==> src/rtl/irq_capture_bank.sv <==
module irq_capture_bank #(
  parameter int NLINES = 32,
  localparam int IDW = (NLINES > 1) ? $clog2(NLINES) : 1
) (
  input  logic              clk,
  input  logic              rst_n,
  input  logic [NLINES-1:0] irq_in,
  input  logic              reg_wr,
  input  logic [1:0]        reg_addr,
  input  logic [NLINES-1:0] reg_wdata,
  output logic [NLINES-1:0] reg_rdata,
  input  logic              ack_valid,
  input  logic [IDW-1:0]    ack_line,
  output logic [NLINES-1:0] pending_o,
  output logic [NLINES-1:0] raw_o,
  output logic              new_pending_o
);

  localparam logic [1:0] A_PEND  = 2'd0;
  localparam logic [1:0] A_TRIG  = 2'd1;
  localparam logic [1:0] A_SENSE = 2'd2;
  localparam logic [NLINES-1:0] ONE = {{(NLINES-1){1'b0}}, 1'b1};

  logic [NLINES-1:0] pend_q, raw_q, sense_q;
  logic [NLINES-1:0] hw_set, hw_clr, sw_keep, trig_set, ack_clr, pend_d;
  logic              new_q;

  // level lines latch while high; edge lines only on a low-to-high step
  assign hw_set   = irq_in & (sense_q | ~raw_q);
  assign hw_clr   = sense_q & raw_q & ~irq_in;
  assign sw_keep  = (reg_wr && reg_addr == A_PEND) ? (reg_wdata | (irq_in & sense_q)) : '1;
  assign trig_set = (reg_wr && reg_addr == A_TRIG) ? (reg_wdata & (~reg_wdata + ONE)) : '0;
  assign ack_clr  = ack_valid ? ((ONE << ack_line) & ~sense_q) : '0;

  assign pend_d = (pend_q & ~hw_clr & sw_keep & ~ack_clr) | hw_set | trig_set;

  always_ff @(posedge clk or negedge rst_n) begin
    if (!rst_n) begin
      pend_q  <= '0;
      raw_q   <= '0;
      sense_q <= '0;
      new_q   <= 1'b0;
    end else begin
      pend_q <= pend_d;
      raw_q  <= irq_in;
      new_q  <= |(pend_d & ~pend_q);
      if (reg_wr && reg_addr == A_SENSE) sense_q <= reg_wdata;
    end
  end

  always_comb begin
    case (reg_addr)
      A_PEND:  reg_rdata = pend_q;
      A_SENSE: reg_rdata = sense_q;
      default: reg_rdata = '0;
    endcase
  end

  assign pending_o     = pend_q;
  assign raw_o         = raw_q;
  assign new_pending_o = new_q;

  a_r3_edge_held: assert property (@(posedge clk) disable iff (!rst_n)
    (!(reg_wr && reg_addr == A_PEND) && !ack_valid)
      |=> (($past(pend_q & ~sense_q) & ~pend_q) == '0));

  a_r5_level_active_kept: assert property (@(posedge clk) disable iff (!rst_n)
    (|(pend_q & sense_q & irq_in))
      |=> (($past(pend_q & sense_q & irq_in) & ~pend_q) == '0));

  a_r9_pulse_on_new: assert property (@(posedge clk) disable iff (!rst_n)
    new_pending_o |-> ((pending_o & ~$past(pending_o)) != '0));

  a_r9_new_gives_pulse: assert property (@(posedge clk) disable iff (!rst_n)
    ((pending_o & ~$past(pending_o)) != '0) |-> new_pending_o);

endmodule

==> config.mk <==
export PLATFORM = sky130hd
export DESIGN_NAME = irq_capture_bank
export DESIGN_NICKNAME = d
export VERILOG_FILES = /design/src/rtl/irq_capture_bank.sv
export SDC_FILE = /design/constraint.sdc
export NUM_CORES = 1
export LEC_CHECK = 0
export BUFFER_PORTS_ARGS = -buffer_cell sky130_fd_sc_hd__buf_2
export CORE_ASPECT_RATIO = 1.25
export CORE_MARGIN = 2
export CORE_UTILIZATION = 52
export DETAILED_ROUTE_END_ITERATION = 10
export GPL_TIMING_DRIVEN = 0
export PLACE_DENSITY = 0.9
export SLEW_MARGIN = 40
export SYNTH_ARGS = -nofsm -noshare
export SYNTH_HDL_FRONTEND = slang
export SYNTH_SLANG_ARGS = --single-unit
==> constraint.sdc <==
create_clock -name clk -period 2.15 [get_ports clk]
set_clock_uncertainty 0.1 [all_clocks]
set_input_delay 0.215 -clock clk [delete_from_list [all_inputs] [get_ports clk]]
set_output_delay 0.215 -clock clk [all_outputs]
set_load 0.02 [all_outputs]
## Word-level counts from Yosys, hierarchy flattened

Cells that the tools add are included.
Widths: inputs -> output; s select.

| operators by class | value |
|---|---|
| add/subtract/negate cells | 1 |
| equal/unequal tests | 2 |
| shifts and indexed selects | 1 |
| mux-type cells | 4 |
| bitwise gates (word level) | 21 |
| reduce and logical (&&, ||, !) cells | 5 |

Operators by type and width:

| kind | count |
|---|---|
| $and 32x32->32 | 10 |
| $not 32->32 | 7 |
| $or 32x32->32 | 4 |
| $mux 32 | 3 |
| $pmux 32 s2 | 1 |
| $add 32x1->32 const B | 1 |
| $reduce_or 32->1 | 1 |
| $shl 1x5->32 const A | 1 |
| $logic_and 1x1->1 | 3 |
| $eq 2x1->1 const B | 1 |
| $eq 2x2->1 const B | 1 |
| $logic_not 2->1 | 1 |

| word-level totals | value |
|---|---|
| flip-flop bits (word level) | 97 |
| input bits | 75 |
| output and inout port bits | 97 |
| logic and storage cells | 38 |

## Longest topological paths before layout

Gate-level depths: netlist of run 1.

| logic depth | value |
|---|---|
| word-level depth | 10 |
| mapped depth | 9 |
| mapped depth without buffers | 7 |

## Least setup slack after synthesis of run 1

No wires, ideal clock.

| path | value |
|---|---|
| kind | input to register |
| start point | input port reg_wdata[8] |
| end point | register new_q, in the netlist new_pending_o |
| setup time | 70 ps |
| arrival time | 2122 ps |
| data required time | 1980 ps |
| slack | -142 ps |
| cell stages on the path | 8 |
| path buffers | 1 |
| path through | buf_6 -> or4_4 -> nand2b_4 -> or4_4 -> or3_1 -> a21oi_1 -> a21oi_1 -> nand4_1 |

| on the way | value |
|---|---|
| longest elaborated chain between the ends | 8 |
| elaborated cells on any way between the ends | 12 |
| those cells by class | 1 x add/sub; 2 x mux; 8 x bitwise; 1 x reduce/logical |

Ends and longest elaborated chain:

| element | RTL line | RTL |
|---|---|---|
| start: declaration | 10 | `input logic [NLINES-1:0] reg_wdata,` |
| parallel branches: the longest is 5 deep, another holds $add 32x1->32 | - |  |
| $or 32x32->32 (*) | 35 | `assign pend_d = (pend_q & ~hw_clr & sw_keep & ~ack_clr) \| hw_set \| trig_set;` |
| $and 32x32->32 (*) | 46 | `new_q <= \|(pend_d & ~pend_q);` |
| $reduce_or 32->1 (*) | 46 |  |
| end signal: assignment | 46 |  |
| end: declaration | 26 | `logic new_q;` |

Mark *: on every way between the ends.
A chain may end at the register's enable or synchronous reset.

## Worst setup path in the final report of run 1

| path | value |
|---|---|
| start point | register sense_q[28] |
| end point | register new_q, in the netlist new_pending_o |

| on the way | value |
|---|---|
| longest elaborated chain between the ends | 10 |
| elaborated cells on any way between the ends | 19 |
| those cells by class | 2 x mux; 16 x bitwise; 1 x reduce/logical |

Ends and longest elaborated chain:

| element | RTL line | RTL |
|---|---|---|
| start: declaration | 24 | `logic [NLINES-1:0] pend_q, raw_q, sense_q;` |
| start signal: assignment | 47 | `if (reg_wr && reg_addr == A_SENSE) sense_q <= reg_wdata;` |
| $and 32x32->32 (2 in series) | 30 | `assign hw_clr = sense_q & raw_q & ~irq_in;` |
| $not 32->32 | 35 |  |
| $and 32x32->32 (3 in series) | 35 |  |
| $or 32x32->32 (*) (2 in series) | 35 |  |
| $and 32x32->32 (*) | 46 |  |
| $reduce_or 32->1 (*) | 46 |  |

Mark *: on every way between the ends. The rest lies on a longest branch, timed or not.

==> qor.txt, run 1 <==
number of DRC markers after the initial detailed-route iteration -> 767
worst-path fanout max -> 5
max-capacitance violation count -> 0
adder and majority gate portion of the synthesized area -> 0%
CTS root buffer -> clkbuf_16
Cell Area, Placed -> 6590 um2
wire length of the first global-routing pass -> 31300 um
total of flip-flops plus latches after synthesis -> 97
Largest delay share family, worst path -> simple AND/OR/NAND/NOR gates
pwr/cell area -> 841 nW/um2
number of hold violations in the final report -> 0
leading cell type in the layout, fill and taps excluded -> buf_2
main combinational cell family by area after synthesis -> simple AND/OR/NAND/NOR gates
number of top-level design ports -> 172
detail-routed via count per cell -> 6.49
Final Core Density -> 70.9%
Die H -> 119 um
xor-xnor portion of the synthesized cell area -> 0%
outcome -> finished with violations
die width -> 96.2 um
RSZ-0062 raised after global routing -> yes
achievable frequency -> 0.447 GHz
detailed-routing iteration count for the pre-antenna-repair pass -> 6
Clock Tree Buf Depth -> 2
critical path's largest stage delay -> 0.42 ns
number of cell rows -> 42
number of nets still failing antenna checks after routing -> 0
post-layout minimum cycle time -> 2.24 ns
final standard cell count with taps included and fillers excluded -> 960
Routed WL -> 20400 um
count of buffers from port buffering -> 168
detailed placer's ending HPWL -> 14300 um
GRT met1 Usage -> 44.4%
Most Used Layer, Global Route -> met2
library cells used by synthesis -> 57
number of failing setup endpoints in the final timing report -> 1
CP cell instances -> o211ai_1 > o2111ai_1 > nor4_1 > nand4_1 > nor4_1 > nand4_1
power share of the combinational group -> 29.1%
fraction of layout instances using a drive strength above 1 -> 30.7%
Worst Setup Slack, final -> -0.0885 ns
violated checks -> setup timing
Hold WC Path Type -> in2reg
number of antenna violations at the first check in global routing -> 1
switching share of total power -> 34.7%
Residual DRC -> 0
critical path endpoint category -> register
Syn. warnings -> 0
Seq/Total Area, Yosys -> 43.9%
max-slew violation total from the final report -> 0
Max IR drop VDD -> 0.508 mV
leakage power -> 3.38 nW
Avg Synthesized Cell Area -> 9.16 um2
Layout fillers -> 760
compound-cell area share of the yosys netlist -> 18.5%
share of cell area taken by muxes after synthesis -> 11.1%
GR Overflow Total -> 0
Psw -> 2.16 mW
relative contribution of the clock network to total power -> 31.4%
via count -> 6232
final non-filler cell area -> 7410 um2
DIE AREA -> 11500 um2
pre-CTS setup slack -> -0.914 ns
library cell contributing the largest single delay on the critical path -> dfrtp_1
most frequently used flop master after synthesis -> dfrtp_1
Area growth, synth to finish -> 34.0%
Final Cycle Share -> 104%
clk slew on worst S/H paths -> 0.07 ns
number of nets in the synthesized netlist -> 679
class of the most critical setup path -> reg2reg
ys async rst share -> 100%
slew of the pin with the lowest slew margin -> 0.793 ns
number of nets at the end of the flow -> 897
Sinks on Clock Net -> 97
post-synthesis simple-gate area fraction -> 22.3%
number of global-route vias before repair -> 6001
power share of the sequential group -> 39.4%
later-pin clock latency in the skew report -> 0.35 ns
total chip power -> 6.23 mW
clock tree from TritonCTS -> yes
sequential cell area -> 2430 um2
starting utilization of the core area -> 52.9%
met2 layer usage reported by global route -> 56.2%
CP startpoint kind -> register
GR Util met3 -> 7.59%
cell count after synthesis -> 604
routed length per placed instance -> 21.3 um
netlist area before placement -> 5530 um2
internal power -> 4.07 mW
buffers and inverters on the worst path -> 0
required time reported for the critical path endpoint -> 2.22 ns
worst slew margin relative to its limit -> 47.2%
top library cells by usage in the layout, fill and taps aside -> 167 x buf_2, 97 x dfrtp_1, 68 x nor2_1
EDFF count, synth -> 0
core box area -> 10500 um2
number of levels the H-tree was split into -> 3
area used by multi-input combinational logic -> 2960 um2
CTS Buf Count -> 9
weighted congestion at the end of routability-driven global placement -> 0.983
Worst EP arrival -> 2.31 ns
Total GRT Usage -> 35.9%
instance count after placement with tap cells included -> 905
maximum number of pins on one net before global-route repair -> 56
state kept, by name (all words and copies together), names as in the netlist:
name	flops
new_pending_o	1
sense_q	32
pending_o	32
raw_o	32
kinds of logic after synthesis:
logic type,count (synthesis)
AND/OR/NAND/NOR,234
buffers and inverters,57
flip-flops,97
AO/OA/AOI/OAI,158
multiplexers,58
synth_stat cells (4+ instances only):
library cell	count	area share (%)
dfrtp_1	97	44
nor2_1	68	4.6
o21ai_0	56	5.1
nand2_1	39	2.6
inv_1	37	2.5
mux2i_1	32	5.8
mux2_2	26	5.3
a21oi_1	23	2.1
nand2b_1	20	2.3
nor3_1	19	1.7
clkbuf_1	18	1.2
nand3_1	16	1.4
o211ai_1	15	2.0
nand3b_1	14	1.9
nor4_1	12	1.4
o22ai_1	9	1.0
a31oi_1	7	0.79
nor2b_1	7	0.79
a211oi_1	5	0.68
a32oi_1	5	0.79
nand4_1	5	0.57
nor3b_1	5	0.68
o32ai_1	5	0.79
or3_1	5	0.57
a31o_2	4	0.63
o211a_1	4	0.72
power by group through the flow:
stage	combinational (mW)	clock, mW	sequential (mW)
final	1.82	1.96	2.46
after global routing	1.95	2.03	2.49
after CTS	1.77	1.94	2.43
after detailed placement	1.68	0	2.45
after global placement	1.63	0	2.44
after floorplan	0.888	0	2.56
per-layer routing:
| layer | up-vias | routed length, um |
|---|---|---|
| met5 | - | 0 |
| met4 | 0 | 1380 |
| met3 | 121 | 2170 |
| met2 | 513 | 9680 |
| met1 | 2927 | 7220 |
| li1 | 2671 | - |
path summary, 6_finish.rpt:
kind | startpoint | end | slack, ns | cells after the start
setup reg to reg | sense_q[28] | new_pending_o | -0.09 | 6
setup / recovery | sense_q[28] | new_pending_o | -0.09 | 6
hold reg to reg | sense_q[21] | pending_o[21] | 0.47 | 2
max in group asynchronous | rst_n | sense_q[30] | 1.13 | 3
hold / removal | reg_wdata[8] | sense_q[8] | 0.04 | 2
min in group asynchronous | rst_n | raw_o[21] | 0.24 | 2
metrics by stage:
| step | hold slack [ns] | setup TNS, ns |
|---|---|---|
| 4_1_cts | 0.0402 | 0 |
| 3_3_place_gp | 0.238 | -42.62 |
| 3_5_place_dp | 0.0246 | -19.38 |
| 6_report | 0.0377 | -0.0885 |
| 2_1_floorplan | -0.181 | 0 |
| 5_1_grt | 0.0464 | -0.124 |
repair_timing:
item                                   CTS  global route
setup buffers                            4             0
pin swaps                                4             1
gates resized for setup                 18            10
endpoints found under the hold margin   75             0
hold buffers                            34             0
gates cloned                             0             0
setup endpoints to repair               22            12
worst register-to-register path, delay by kind of cell, from the launching register on:
family / cells / cell delay, ns
AO/OA/AOI/OAI: 2 / 0.49
flip-flops: 1 / 0.42
AND/OR/NAND/NOR: 4 / 1.04
area by class of cell:
type	count	area share (%)
Timing Repair Buffer	207	16.9
Buffer	20	1.42
Sequential cell	97	32.7
Antenna cell	1	0.0338
Multi-Input combinational cell	450	39.9
Clock buffer	12	3.59
Tap cell	132	2.23
Inverter	37	1.87
Clock inverter	4	1.32
Power figures use the tool's default switching activity.
==> inputs of run 2 (changes only) <==
- SETUP_SLACK_MARGIN: unset -> 0.5
==> run 2 against run 1 <==
The flow now finishes without violations; worst setup slack improved by 0.25 ns; combinational power is 4% higher; via count grew 0.96%; fmax increased by 12%; core utilization increased by 1.8 points; register-to-register slack better by 0.32 ns; clock-buffer cell count shrank 1; sequential power about the same; flip-flop and latch count unchanged; first-iteration DRC count rose by 30%; design area is 2.5% higher.
==> qor.txt, run 2 (synthesized netlist as in run 1, its figures left out) <==
Total GRT Usage -> 35.8% (was 35.9%)
Hold WC Path Type -> in2reg (unchanged)
Cell Area, Placed -> 6680 um2 (was 6590 um2)
achievable frequency -> 0.502 GHz (was 0.447 GHz)
number of levels the H-tree was split into -> 3 (unchanged)
number of DRC markers after the initial detailed-route iteration -> 1000 (was 767)
die width -> 96.2 um (unchanged)
starting utilization of the core area -> 52.9% (unchanged)
final standard cell count with taps included and fillers excluded -> 966 (was 960)
CP startpoint kind -> input port (was register)
detailed-routing iteration count for the pre-antenna-repair pass -> 8 (was 6)
clk slew on worst S/H paths -> 0.06 ns (was 0.07 ns)
Area growth, synth to finish -> 37.4% (was 34.0%)
number of hold violations in the final report -> 0 (unchanged)
max-slew violation total from the final report -> 0 (unchanged)
instance count after placement with tap cells included -> 905 (unchanged)
number of top-level design ports -> 172 (unchanged)
class of the most critical setup path -> in2reg (was reg2reg)
leakage power -> 3.48 nW (was 3.38 nW)
pre-CTS setup slack -> -0.335 ns (was -0.914 ns)
detailed placer's ending HPWL -> 14000 um (was 14300 um)
Routed WL -> 20600 um (was 20400 um)
library cell contributing the largest single delay on the critical path -> or4_4 (was dfrtp_1)
buffers and inverters on the worst path -> 1 (was 0)
Max IR drop VDD -> 0.605 mV (was 0.508 mV)
DIE AREA -> 11500 um2 (unchanged)
number of nets at the end of the flow -> 904 (was 897)
Final Cycle Share -> 92.7% (was 104%)
required time reported for the critical path endpoint -> 2.34 ns (was 2.22 ns)
leading cell type in the layout, fill and taps excluded -> buf_2 (unchanged)
fraction of layout instances using a drive strength above 1 -> 33.9% (was 30.7%)
via count -> 6292 (was 6232)
outcome -> finished clean (was finished with violations)
CP cell instances -> buf_8 > or4_4 > nand2b_4 > or4_4 > or3_4 > a21oi_2 > a21oi_2 > nand4_1 (was o211ai_1 > o2111ai_1 > nor4_1 > nand4_1 > nor4_1 > nand4_1)
GR Overflow Total -> 0 (unchanged)
smallest hold slack -> 0.0275 ns (was 0.0377 ns)
Largest delay share family, worst path -> simple AND/OR/NAND/NOR gates (unchanged)
final non-filler cell area -> 7600 um2 (was 7410 um2)
maximum number of pins on one net before global-route repair -> 68 (was 56)
CTS Buf Count -> 9 (unchanged)
clock tree from TritonCTS -> yes (unchanged)
pwr/cell area -> 824 nW/um2 (was 841 nW/um2)
Clock Tree Buf Depth -> 2 (unchanged)
detail-routed via count per cell -> 6.51 (was 6.49)
number of nets still failing antenna checks after routing -> 0 (unchanged)
critical path endpoint category -> register (unchanged)
core box area -> 10500 um2 (unchanged)
number of antenna violations at the first check in global routing -> 0 (was 1)
later-pin clock latency in the skew report -> 0.36 ns (was 0.35 ns)
Worst EP arrival -> 2.18 ns (was 2.31 ns)
worst slew margin relative to its limit -> 47.2% (about the same)
ANT cells -> 0 (was 1)
Residual DRC -> 0 (unchanged)
top library cells by usage in the layout, fill and taps aside -> 166 x buf_2, 95 x dfrtp_1, 65 x nor2_1 (was 167 x buf_2, 97 x dfrtp_1, 68 x nor2_1)
Final Core Density -> 72.7% (was 70.9%)
Worst Setup Slack, final -> 0.157 ns (was -0.0885 ns)
Sinks on Clock Net -> 97 (unchanged)
worst-path fanout max -> 5 (unchanged)
post-layout minimum cycle time -> 1.99 ns (was 2.24 ns)
wire length of the first global-routing pass -> 30800 um (was 31300 um)
Die H -> 119 um (unchanged)
number of failing setup endpoints in the final timing report -> 0 (was 1)
number of cell rows -> 42 (unchanged)
weighted congestion at the end of routability-driven global placement -> 0.993 (was 0.983)
routed length per placed instance -> 21.3 um (about the same)
count of buffers from port buffering -> 168 (unchanged)
slew of the pin with the lowest slew margin -> 0.792 ns (was 0.793 ns)
RSZ-0062 raised after global routing -> yes (unchanged)
number of global-route vias before repair -> 5852 (was 6001)
CTS root buffer -> clkbuf_16 (unchanged)
max-capacitance violation count -> 0 (unchanged)
critical path's largest stage delay -> 0.55 ns (was 0.42 ns)
## run 2: changes by cell type in the layout (fill, tap and decap cells not counted), sizes merged
cell,before,now
buf,174,184
clkbuf,31,28
clkinv,0,1
diode,1,0
dlygate4sd3,34,33
## run 2: final timing paths
check	startpoint	endpoint	slack, ns	cells after the start
max in group asynchronous	rst_n	sense_q[27]	1.12	3
min in group asynchronous	rst_n	raw_o[5]	0.22	2
max reg2reg	pending_o[10]	new_pending_o	0.23	7
max	reg_wdata[8]	new_pending_o	0.16	8
min	irq_in[2]	pending_o[2]	0.03	3
min reg2reg	sense_q[29]	sense_q[29]	0.44	2
## run 2: metal layers
metal  part of all wire (%)  track usage [%]  vias to the layer above
li1                       -                -                     2691
met1                     34             45.7                     2925
met2                     46             54.2                      538
met3                     12             8.10                      138
met4                    7.5             22.1                        0
met5                      0                0                        -
## run 2: worst min-delay path, cell delays in order
cell and delay (ns):
buf_2 0.08, a32oi_1 0.07, o21ai_1 0.08
## run 2: final cells by class
cell class	instances	area, um2
timing repair buffer	214	1310
sequential	97	2430
clock inverter	5	103
inverter	37	139
clock buffer	11	243
tap	132	165
buffer	20	159
fill	737	2860
multi-input combinational	450	3050
## run 2: power by group
group          internal [mW]  total [mW]  switching, mW
sequential              2.09        2.46          0.368
clock                   1.17        1.90          0.729
combinational          0.794        1.90           1.11
total                   4.06        6.26           2.20
## run 2: repair_timing
action / CTS / global route
endpoints found under the hold margin: 129 / 0
setup endpoints to repair: 33 / 27
hold buffers: 33 / 0
buffers inserted: 6 / 6
resized for setup: 14 / 37
pin swaps: 5 / 12
## run 2: per-stage QoR
step                total power [mW]  TNS (ns)
global placement                4.10    -27.65
detailed placement              4.16    -0.893
finish                          6.26         0
global route                    6.48         0
CTS                             6.09         0
floorplan                       3.47         0
